File: config.mk
export PLATFORM = sky130hd
export DESIGN_NAME = pwm_bank
export DESIGN_NICKNAME = d
export VERILOG_FILES = /design/src/rtl/pwm_bank_pkg.sv /design/src/rtl/pwm_prescaler.sv /design/src/rtl/pwm_chan.sv /design/src/rtl/pwm_bank.sv
export SDC_FILE = /design/constraint.sdc
export NUM_CORES = 1
export LEC_CHECK = 0
export ABC_AREA = 0
export BUFFER_PORTS_ARGS = -buffer_cell sky130_fd_sc_hd__buf_2
export CORE_ASPECT_RATIO = 0.5
export CORE_MARGIN = 2
export CORE_UTILIZATION = 30
export CTS_CLUSTER_SIZE = 12
export DETAILED_ROUTE_END_ITERATION = 8
export PLACE_DENSITY_LB_ADDON = 0.15
export RECOVER_POWER = 100
export SYNTH_ARGS = -nofsm -noshare
export SYNTH_HDL_FRONTEND = slang
export SYNTH_SLANG_ARGS = --single-unit
File: constraint.sdc
create_clock -name clk -period 3.8 [get_ports clk]
set_input_delay 0.19 -clock clk [delete_from_list [all_inputs] [get_ports clk]]
set_output_delay 0.19 -clock clk [all_outputs]
set_load 0.01 [all_outputs]
File: src/rtl/pwm_bank_pkg.sv
package pwm_bank_pkg;
  // word select inside a 16-byte channel window (addr[3:2])
  typedef enum logic [1:0] {
    SEL_CTRL = 2'd0,
    SEL_HIGH = 2'd1,
    SEL_LEN  = 2'd2,
    SEL_GAP  = 2'd3
  } word_sel_e;

  localparam int DEF_PSC_W = 14;
  localparam int DEF_CNT_W = 16;
endpackage

File: src/rtl/pwm_prescaler.sv
module pwm_prescaler #(
  parameter int PSC_W = 14
) (
  input  logic             clk,
  input  logic             rst,
  input  logic             run,
  input  logic [PSC_W-1:0] limit,
  output logic             tick
);
  logic [PSC_W-1:0] cnt_q;

  assign tick = run && (cnt_q == limit);

  always_ff @(posedge clk) begin
    if (rst || !run) begin
      cnt_q <= '0;
    end else if (cnt_q == limit) begin
      cnt_q <= '0;
    end else begin
      cnt_q <= cnt_q + 1'b1;
    end
  end
endmodule

File: src/rtl/pwm_chan.sv
module pwm_chan #(
  parameter int PSC_W = 14,
  parameter int CNT_W = 16
) (
  input  logic             clk,
  input  logic             rst,
  input  logic             run,
  input  logic [PSC_W-1:0] psc_live,
  input  logic [CNT_W-1:0] high_live,
  input  logic [CNT_W-1:0] len_live,
  output logic             pwm
);
  logic [PSC_W-1:0] psc_sh;
  logic [CNT_W-1:0] high_sh;
  logic [CNT_W-1:0] len_sh;
  logic [CNT_W-1:0] pos_q;
  logic             tick;
  logic             last;

  pwm_prescaler #(.PSC_W(PSC_W)) u_psc (
    .clk   (clk),
    .rst   (rst),
    .run   (run),
    .limit (psc_sh),
    .tick  (tick)
  );

  // a zero length wraps on every tick, like a length of one
  assign last = ({1'b0, pos_q} + 1'b1) >= {1'b0, len_sh};

  always_ff @(posedge clk) begin
    if (rst) begin
      psc_sh  <= '0;
      high_sh <= '0;
      len_sh  <= '0;
      pos_q   <= '0;
      pwm     <= 1'b0;
    end else begin
      pwm <= run && (pos_q < high_sh);
      if (!run || (tick && last)) begin
        pos_q   <= '0;
        psc_sh  <= psc_live;
        high_sh <= high_live;
        len_sh  <= len_live;
      end else if (tick) begin
        pos_q <= pos_q + 1'b1;
      end
    end
  end
endmodule

File: src/rtl/pwm_bank.sv
module pwm_bank
  import pwm_bank_pkg::*;
#(
  parameter int NCH   = 4,
  parameter int PSC_W = DEF_PSC_W,
  parameter int CNT_W = DEF_CNT_W,
  parameter int AW    = 8,
  parameter int DW    = 32
) (
  input  logic           clk,
  input  logic           rst,
  input  logic [AW-1:0]  addr,
  input  logic           wr_en,
  input  logic [DW-1:0]  wr_data,
  output logic [DW-1:0]  rd_data,
  output logic [NCH-1:0] pwm_o
);
  localparam int CH_W = 2;
  localparam int PSC_LSB = 2;
  localparam int PSC_MSB = PSC_LSB + PSC_W - 1;
  localparam logic [AW-1:0] GLOBAL_ADDR = AW'(8'h3C);

  logic [NCH-1:0]            ch_run;
  logic [NCH-1:0][PSC_W-1:0] ch_psc;
  logic [NCH-1:0][CNT_W-1:0] ch_high;
  logic [NCH-1:0][CNT_W-1:0] ch_len;
  logic                      global_run;
  logic [DW-1:0]             rd_next;

  logic [CH_W-1:0] a_ch;
  word_sel_e       a_sel;
  logic            win_ok;
  logic            chan_hit;
  logic            global_hit;
  logic            wdata_unused;

  assign a_ch       = addr[5:4];
  assign a_sel      = word_sel_e'(addr[3:2]);
  assign win_ok     = (addr[AW-1:6] == '0) && (addr[1:0] == 2'b00);
  assign chan_hit   = win_ok && (int'(a_ch) < NCH) && (a_sel != SEL_GAP);
  assign global_hit = (addr == GLOBAL_ADDR);
  assign wdata_unused = ^{wr_data[DW-1:PSC_MSB+1], wr_data[1]};

  always_ff @(posedge clk) begin
    if (rst) begin
      global_run <= 1'b0;
    end else if (wr_en && global_hit) begin
      global_run <= wr_data[0];
    end
  end

  for (genvar g = 0; g < NCH; g++) begin : g_ch
    logic hit;
    assign hit = wr_en && chan_hit && (int'(a_ch) == g);

    always_ff @(posedge clk) begin
      if (rst) begin
        ch_run[g]  <= 1'b0;
        ch_psc[g]  <= '0;
        ch_high[g] <= '0;
        ch_len[g]  <= '0;
      end else if (hit) begin
        case (a_sel)
          SEL_CTRL: begin
            ch_run[g] <= wr_data[0];
            ch_psc[g] <= wr_data[PSC_MSB:PSC_LSB];
          end
          SEL_HIGH: ch_high[g] <= wr_data[CNT_W-1:0];
          SEL_LEN:  ch_len[g]  <= wr_data[CNT_W-1:0];
          default: ;
        endcase
      end
    end

    pwm_chan #(.PSC_W(PSC_W), .CNT_W(CNT_W)) u_chan (
      .clk       (clk),
      .rst       (rst),
      .run       (global_run & ch_run[g]),
      .psc_live  (ch_psc[g]),
      .high_live (ch_high[g]),
      .len_live  (ch_len[g]),
      .pwm       (pwm_o[g])
    );
  end

  always_comb begin
    rd_next = '0;
    if (global_hit) begin
      rd_next[0] = global_run;
    end else if (chan_hit) begin
      case (a_sel)
        SEL_CTRL: begin
          rd_next[0]               = ch_run[a_ch];
          rd_next[PSC_MSB:PSC_LSB] = ch_psc[a_ch];
        end
        SEL_HIGH: rd_next[CNT_W-1:0] = ch_high[a_ch];
        SEL_LEN:  rd_next[CNT_W-1:0] = ch_len[a_ch];
        default:  rd_next = '0;
      endcase
    end
  end

  always_ff @(posedge clk) begin
    if (rst) begin
      rd_data <= '0;
    end else begin
      rd_data <= rd_next;
    end
  end
endmodule

Word level (Yosys, flattened, before mapping) --
Index checks and enable logic that the tools add are counted.
Word-level totals: bits in registers 529, latch bits 0, RAM bits 0, ROM bits 0, input bits 43, output and inout bits 36, logic and storage cells 152, memories kept 0
Operators by class: add/subtract/negate cells 12, multipliers 0, divide/modulo/power cells 0, magnitude comparators 9, equal/unequal tests 11, shifts and indexed selects 0, muxes and demuxes 13, bitwise operators 5, reduce and logical (&&, ||, !) cells 58
Operator list (number):
- adder 16 x 1 -> 17 bit (second input constant) | 4
- >= comparator 17 x 16 -> 1 bit | 4
- adder 16 x 1 -> 16 bit (second input constant) | 4
- binary-select mux 16 bit (select 2 bit) | 2
- < comparator 16 bit | 4
- adder 14 x 1 -> 14 bit (second input constant) | 4
- equality test 14 bit | 4
- one-hot mux 14 bit (3 select lines) | 1
- 2-to-1 mux 16 bit | 2
- binary-select mux 14 bit (select 2 bit) | 1
- AND reduction 2 bit | 12
- logical AND 1 bit | 20
- OR reduction 2 bit | 9
- 2-to-1 mux 14 bit | 1
- equality test 8 x 6 -> 1 bit (second input constant) | 1
- logical NOT 2 bit | 4
- logical OR 1 bit | 8
- equality test 2 bit (second input constant) | 3
- bitwise AND 1 bit | 4
- equality test 2 x 1 -> 1 bit (second input constant) | 2
- logical NOT 1 bit | 4
- < comparator 2 x 3 -> 1 bit (second input constant) | 1
- 2-to-1 mux 1 bit | 3
- one-hot mux 1 bit (3 select lines) | 1
- other kinds (5) | 5

Logic depth before layout (Yosys ltp) --
Gate-level depths: netlist of the first run.
depth in word-level cells 6, mapped depth 15, mapped depth without buffers 12

By module --
A second synthesis of the first run with hierarchy kept.
Second synthesis, totals: cells, all modules 3079, area, all modules 26416.6 um2
Modules (own cells, without submodules):
- pwm_chan | times used 4, cells an instance 457, area an instance 3588.4 um2, sequential area each 1261.2 um2
- pwm_bank | times used 1, cells an instance 901, area an instance 8886.0 um2, sequential area each 4103.9 um2
- pwm_prescaler (g_ch[0].u_chan.u_psc ...) | times used 3, cells an instance 88, area an instance 792.0 um2, sequential area each 280.3 um2
- pwm_prescaler (g_ch[3].u_chan.u_psc) | times used 1, cells an instance 86, area an instance 800.8 um2, sequential area each 280.3 um2

Least setup slack after synthesis of the first run --
OpenSTA, ideal clock, no wires.
kind reg2reg, from reg g_ch[0].u_chan.pos_q[0], to reg g_ch[0].u_chan.high_sh[0], setup time 72 ps, arrival 3237 ps, required time 3728 ps, slack 492 ps, cell stages (with the launch flop) 14, path buffers 2, clock period less this slack 3308 ps, cells stage by stage dfxtp_1 ha_1 inv_1 nor4_1 and4_1 xor2_1 ha_1 a21o_1 a221o_1 a2111oi_4 o21ba_1 buf_4 buf_6 mux2i_1
Between the ends: word-level cells in the longest chain between the ends 4
RTL lines:
- start: declaration | line pwm_chan.sv:16 | logic [CNT_W-1:0] pos_q;
- start signal: assignment | line pwm_chan.sv:46 | pos_q <= pos_q + 1'b1;
- adder 16 x 1 -> 17 bit | line pwm_chan.sv:29 | assign last = ({1'b0, pos_q} + 1'b1) >= {1'b0, len_sh};
- >= comparator 17 x 16 -> 1 bit | line pwm_chan.sv:29
- logical AND 1 bit | line pwm_chan.sv:40 | if (!run || (tick && last)) begin
- logical OR 1 bit | line pwm_chan.sv:40
- end signal: assignment | line pwm_chan.sv:43 | high_sh <= high_live;
- end: declaration | line pwm_chan.sv:14 | logic [CNT_W-1:0] high_sh;
Every way passes these cells. A chain may end at the register's enable or synchronous reset.

Final worst setup path of the first run --
from reg g_ch[2].u_chan.pos_q[0], to reg g_ch[2].u_chan.pos_q[1]
Between the ends: word-level cells in the longest chain between the ends 5, elaborated cells on any way between the ends 6, those cells by class add/sub (2); order compare (1); reduce/logical (3)
RTL lines (line):
- start: declaration | pwm_chan.sv:16
- start signal: assignment | pwm_chan.sv:46
- adder 16 x 1 -> 17 bit | pwm_chan.sv:29
- >= comparator 17 x 16 -> 1 bit | pwm_chan.sv:29
- logical AND 1 bit | pwm_chan.sv:40
- logical OR 1 bit | pwm_chan.sv:40
- OR reduction 2 bit (no line)
Several ways; a longest one is shown, not always the timed one.

==> flow_summary.toml, run 1 <==
[finish]
area_delta_synth_final_pct = 10.6
drive_above_1_share = 0.0970
num_antenna_cells = 0
fin_util = 0.337
fillCellCount = 9187
layout.nets = 3123

[synth]
yosysMostFrequentCell = "dfxtp_1"
synth_seq_cells = 513
syn_inst = 2987
ys_seq_area_frac = 0.379
yosys_warnings = 0
netlist_top_cells_area = "dfxtp_1 (38%), mux2i_1 (7.0%), ha_1 (6.3%), nand2b_1 (4.5%), a21oi_1 (3.9%)"
yosys-top-cells-count = "dfxtp_1 (513), nor2_1 (238), a21oi_1 (213)"
synth_ff_type = "dfxtp_1"
async_reset_ff_frac = 0
synth_top_cell_by_area = "dfxtp_1"
yosysTopAreaCellShare = 0.379
syn_area_mm2 = 0.0271
ys_types = 71
syn_area_per_cell_um2 = 9.06
synth_edf_count = 0

[worst_setup_path]
rrSetupSlack_ps = 180
critPathKind = "flop to flop"
end_kind = "flop"
rr_endpoint = "g_ch[2].u_chan.pos_q[1]"
r2r_cells = 13
crit_arrival_ps = 4160
r2r_start = "g_ch[2].u_chan.pos_q[0]"
cp_max_fo = 16
critPathLaunch = "g_ch[2].u_chan.pos_q[0]"
critPathRequiredTime_ps = 4330
critical_path.startpoint_type = "flop"

[global_route]
grt_max_degree = 85
gr-usage-all-layers = 0.172
grt_pass1_wl_um = 125000
grt_pass1_vias = 19420
antenna_found_initial = 0
grt_overflow = 0

[sta]
finClkSkew_ps = 25.4
setup_viol = 0
hold_viol = 0
period_share = 0.954
maxSlewViolCount = 283
fmax_ghz = 0.276
final.min_clock_period_ps = 3620
max_slew.worst_pin.slew_ps = 2230
slew_headroom = -0.485

[clock_tree]
htreeDepth = 2
cts_tree = "built"
cts_buffer_depth = 3
cts.sinks = 513
clockRootBuffer = "clkbuf_16"
cts_buffers = 55
clk_pin_slew_ps = 60
clk_latency_ps = 630
post_cts_buffers = 0

[placement]
dp.final_hpwl_um = 58000
place.gp.congestion = 0.815
port_buffers = 46

[hold_path]
hp-start = "wr_data[4]"
min_delay_path_depth = 3
hold_class = "input pin to flop"
worst_hold_path.endpoint = "ch_len[20]"

[detailed_routing]
via_per_inst = 4.95
vias = 20604
ant_nets = 0
drt-total-wl_um = 81500
wl_per_cell_um = 19.6
drtIter0Drc = 1534
drt-pass1-iter-count = 7
drc_errors = 0

[die]
design.core.area_mm2 = 0.0888
die_h_um = 216
die_area_mm2 = 0.0928
pin_count = 79
row_count = 77
initial_core_util = 0.305
die_w_um = 429

[power]
combinationalPowerShare = 0.028
seqPwrFrac = 0.474
internal-power_mw = 8.80
p_sw_frac = 0.225
pwr-share-clk = 0.498
power_mw = 11.4
p_switching_mw = 2.56
peakVddDrop_mv = 0.273
power_density_mw_per_mm2 = 379
leakage_nw = 10.8

[run_status]
status = "complete, but fails checks"
violations = "capacitance limit, slew limit"

[run]
max-cap-violations = 6
[kinds of logic (layout without fill, tap and decap cells)]
group,after synthesis,count (layout),synth area share
AND/OR/NAND/NOR,1072,1072,0.207
buffers and inverters,379,357,0.0694
adder cells (fa/ha/maj),137,137,0.0633
other,1,16,0.000139
XOR/XNOR,202,202,0.0654
flip-flops,513,513,0.379
multiplexers,236,236,0.109
AO/OA/AOI/OAI,447,447,0.106
[metrics by stage]
step / std cells / worst slack [ps] / hold slack [ps] / setup TNS [ps] / cell area, um2
global route: 4165 / -7.26 / 31.0 / -7.26 / 30000
global placement: 4062 / 177 / 454 / 0 / 28200
floorplan: 3002 / 492 / 336 / 0 / 27100
CTS: 4165 / 86.6 / 12.5 / 0 / 30100
detailed placement: 4062 / 128 / 467 / 0 / 28200
finish: 4165 / 176 / 52.6 / 0 / 30000
[state kept, by name, summed over array words and instances, names as in the netlist]
| signal | count |
|---|---|
| ch_len | 64 |
| g_ch.u_chan.len_sh | 64 |
| g_ch.u_chan.high_sh | 64 |
| rd_data | 16 |
| ch_high | 64 |
| ch_run | 4 |
| g_ch.u_chan.pos_q | 64 |
| g_ch.u_chan.pwm | 4 |
| g_ch.u_chan.psc_sh | 56 |
| global_run | 1 |
| ch_psc | 56 |
| g_ch.u_chan.u_psc.cnt_q | 56 |
[cell usage in the layout (no fill, tap or decap), types with 33 or more instances in the layout]
cell type and n:
clkbuf_1 43, a21oi_1 221, nand3_1 159, inv_1 136
nor2_1 237, xnor2_1 100, nor3_1 48, mux2i_1 189
nor4_1 33, clkbuf_16 57, mux4_2 47, o31ai_1 91
nand2_1 189, ha_1 135, nand2b_1 193, dfxtp_1 511
nand4_1 41, buf_4 48, xor2_1 102, or4_1 76
[routing by layer]
layer / track usage / part of all wire / vias to the layer above
met2: 0.241 / 0.40 / 374
met3: 0.0214 / 0.044 / 76
li1: - / - / 10324
met5: 0 / 0 / -
met4: 0.0366 / 0.018 / 0
met1: 0.275 / 0.54 / 9830
[cell type report]
class	count	area, um2	share of cell area
clock buffers	76	1570	0.0523
well taps	1185	1480	0.0495
clock inverters	18	265	0.00886
multi-input cells	2110	15000	0.500
flip-flops and latches	513	10300	0.343
repair buffers	127	870	0.0290
inverters	136	510	0.0170
[power by group through the flow]
stage / combinational [mW] / sequential, mW / clock (mW)
2_1_floorplan: 0.227 / 5.50 / 0
3_3_place_gp: 0.312 / 5.50 / 0
3_5_place_dp: 0.314 / 5.50 / 0
4_1_cts: 0.321 / 5.38 / 5.82
5_1_grt: 0.337 / 5.38 / 6.05
6_report: 0.318 / 5.38 / 5.66
[timing repair]
item	CTS	global route
resized for setup	0	5
endpoints found under the setup margin	0	68
hold buffers	9	0
hold endpoints to repair	50	0
[how the worst max path moves through the flow]
| stage | cells past startpoint | endpoint |
|---|---|---|
| floorplan | 13 | g_ch[0].u_chan.high_sh[0] |
| global placement | 13 | g_ch[0].u_chan.high_sh[5] |
| detailed placement | 13 | g_ch[0].u_chan.psc_sh[11] |
| CTS | 13 | g_ch[0].u_chan.len_sh[8] |
| global route | 12 | g_ch[0].u_chan.psc_sh[8] |
| finish | 13 | g_ch[2].u_chan.pos_q[1] |
[critical path, stage by stage (launching register included)]
cell and delay (ps):
dfxtp_1 500, ha_1 290, nand3_2 110, buf_4 180, nor2_1 120, xor2_1 300
ha_1 310, nand4_1 140, nor2_1 80, a221oi_1 400, a211oi_4 150, or4_1 480
clkbuf_2 290, a21oi_1 200
Power figures use the tool's default switching activity.
==> run 2, diff against run 1 <==
- CORE_ASPECT_RATIO: 0.5 -> unset
==> flow_summary.toml, run 2 (synthesis gave the netlist of run 1 again) <==
[die]
initial_core_util = 0.302
design.core.area_mm2 = 0.0897
die_h_um = 304
die_area_mm2 = 0.0927
pin_count = 79
die_w_um = 304
row_count = 110

[finish]
stdcell_area_mm2 = 0.0303
final_common_cell = "dfxtp_1"
finalNonFillerCells = 4164
area_delta_synth_final_pct = 12.0
layout.nets = 3111
drive_above_1_share = 0.0976
mostFrequentLayoutCells = "dfxtp_1 (511), nor2_1 (236), a21oi_1 (232)"

[placement]
dp.final_hpwl_um = 59300
place.gp.congestion = 0.841
dp_cells = 4032
port_buffers = 46
dpl_cell_area_mm2 = 0.0280
pre_cts_ws_ps = 58.1

[global_route]
grt_pass1_wl_um = 128000
grt_max_degree = 175
gr-usage-all-layers = 0.178
antenna_found_initial = 17
grt_overflow = 0
grt_pass1_vias = 20619

[sta]
finClkSkew_ps = 36.3
hold_viol = 0
tns_ps = 0
setup_viol = 0
max_slew.worst_pin.slew_ps = 1830
slew_headroom = -0.222
maxSlewViolCount = 196
period_share = 0.934
setup_ws_ps = 250
final.min_clock_period_ps = 3550
rsz0062_at_grt = "no"
fmax_ghz = 0.282

[clock_tree]
cts_tree = "built"
cts.sinks = 513
htreeDepth = 3
clk_pin_slew_ps = 60
cts_buffer_depth = 3
clk_latency_ps = 630
cts_buffers = 66
clockRootBuffer = "clkbuf_16"

[detailed_routing]
drtIter0Drc = 1503
wl_per_cell_um = 20.0
drt-total-wl_um = 83400
drc_errors = 0
via_per_inst = 5.09
ant_nets = 0
vias = 21208
drt-pass1-iter-count = 6

[power]
seqPwrFrac = 0.428
power_mw = 12.6
power_density_mw_per_mm2 = 415
p_sw_frac = 0.227
internal-power_mw = 9.73
peakVddDrop_mv = 0.288
leakage_nw = 11.0
p_switching_mw = 2.86
combinationalPowerShare = 0.026
pwr-share-clk = 0.546

[run]
max-cap-violations = 4

[run_status]
status = "complete, but fails checks"
violations = "capacitance limit, slew limit"

[worst_setup_path]
critical_path.startpoint_type = "flop"
critPathKind = "flop to flop"
crit_arrival_ps = 4090
critPathRequiredTime_ps = 4340
rrSetupSlack_ps = 250
cp_max_fo = 18
end_kind = "flop"

[hold_path]
hold_class = "input pin to flop"
-- run 2: cell types whose count changed in the layout (fill, tap and decap cells not counted), moves of 4 or more --
cell / delta
buf_4: -12
a21oi_2: -11
nand2_2: -4
diode_2: +7
bufinv_16: +4
a21oi_1: +11
nand2_1: +4
clkbuf_16: +9
inv_6: +4
clkbuf_8: +7
clkbuf_1: -9
-- run 2: worst max-delay path, cell delays in order (launching register included) --
cell      delay [ps]
dfxtp_1          460
ha_1             260
nand3_2          130
buf_4            190
xnor2_1          210
ha_1             300
a21oi_1          140
o21ai_0          170
a221oi_1         470
a211oi_4         250
or4_1            510
clkbuf_4         240
a21oi_1          130
-- run 2: metrics by stage --
step                 util  hold WS [ps]
finish              0.338          58.0
global route        0.338          44.1
CTS                 0.339          1.73
detailed placement  0.312           469
global placement    0.312           452
floorplan               -           336
-- run 2: final cells by class --
class	count	area [um2]
fill	9273	59400
multi-input combinational	2110	14900
sequential	513	10300
clock buffer	89	1880
tap	1176	1470
timing repair buffer	104	724
clock inverter	29	514
inverter	136	510
antenna	7	17.5
-- run 2: per-layer routing --
metal | vias up | global-route usage | part of all wire
met3 | 114 | 0.0330 | 0.056
met4 | 12 | 0.0541 | 0.024
met1 | 10261 | 0.252 | 0.48
met5 | - | 0 | 0.00096
met2 | 499 | 0.273 | 0.44
li1 | 10322 | - | -
-- run 2: timing repair --
item                                   CTS  global route
buffers inserted                         0             1
endpoints found under the hold margin   33             0
setup endpoints to repair                0           136
hold buffers                             6             0
gates resized for setup                  0             7
-- run 2: final timing paths --
| kind | from | end | cells after the start |
|---|---|---|---|
| max | g_ch[2].u_chan.pos_q[0] | g_ch[2].u_chan.pos_q[1] | 12 |
| min | rst | g_ch[1].u_chan.len_sh[15] | 2 |
| max reg2reg | g_ch[2].u_chan.pos_q[0] | g_ch[2].u_chan.pos_q[1] | 12 |
| min reg2reg | ch_run[3] | ch_run[3] | 2 |
-- run 2: power by group through the flow --
stage | clock [mW] | sequential [mW] | combinational [mW]
2_1_floorplan | 0 | 5.50 | 0.227
3_3_place_gp | 0 | 5.50 | 0.316
3_5_place_dp | 0 | 5.50 | 0.319
4_1_cts | 7.08 | 5.38 | 0.324
5_1_grt | 7.31 | 5.38 | 0.343
6_report | 6.87 | 5.39 | 0.327
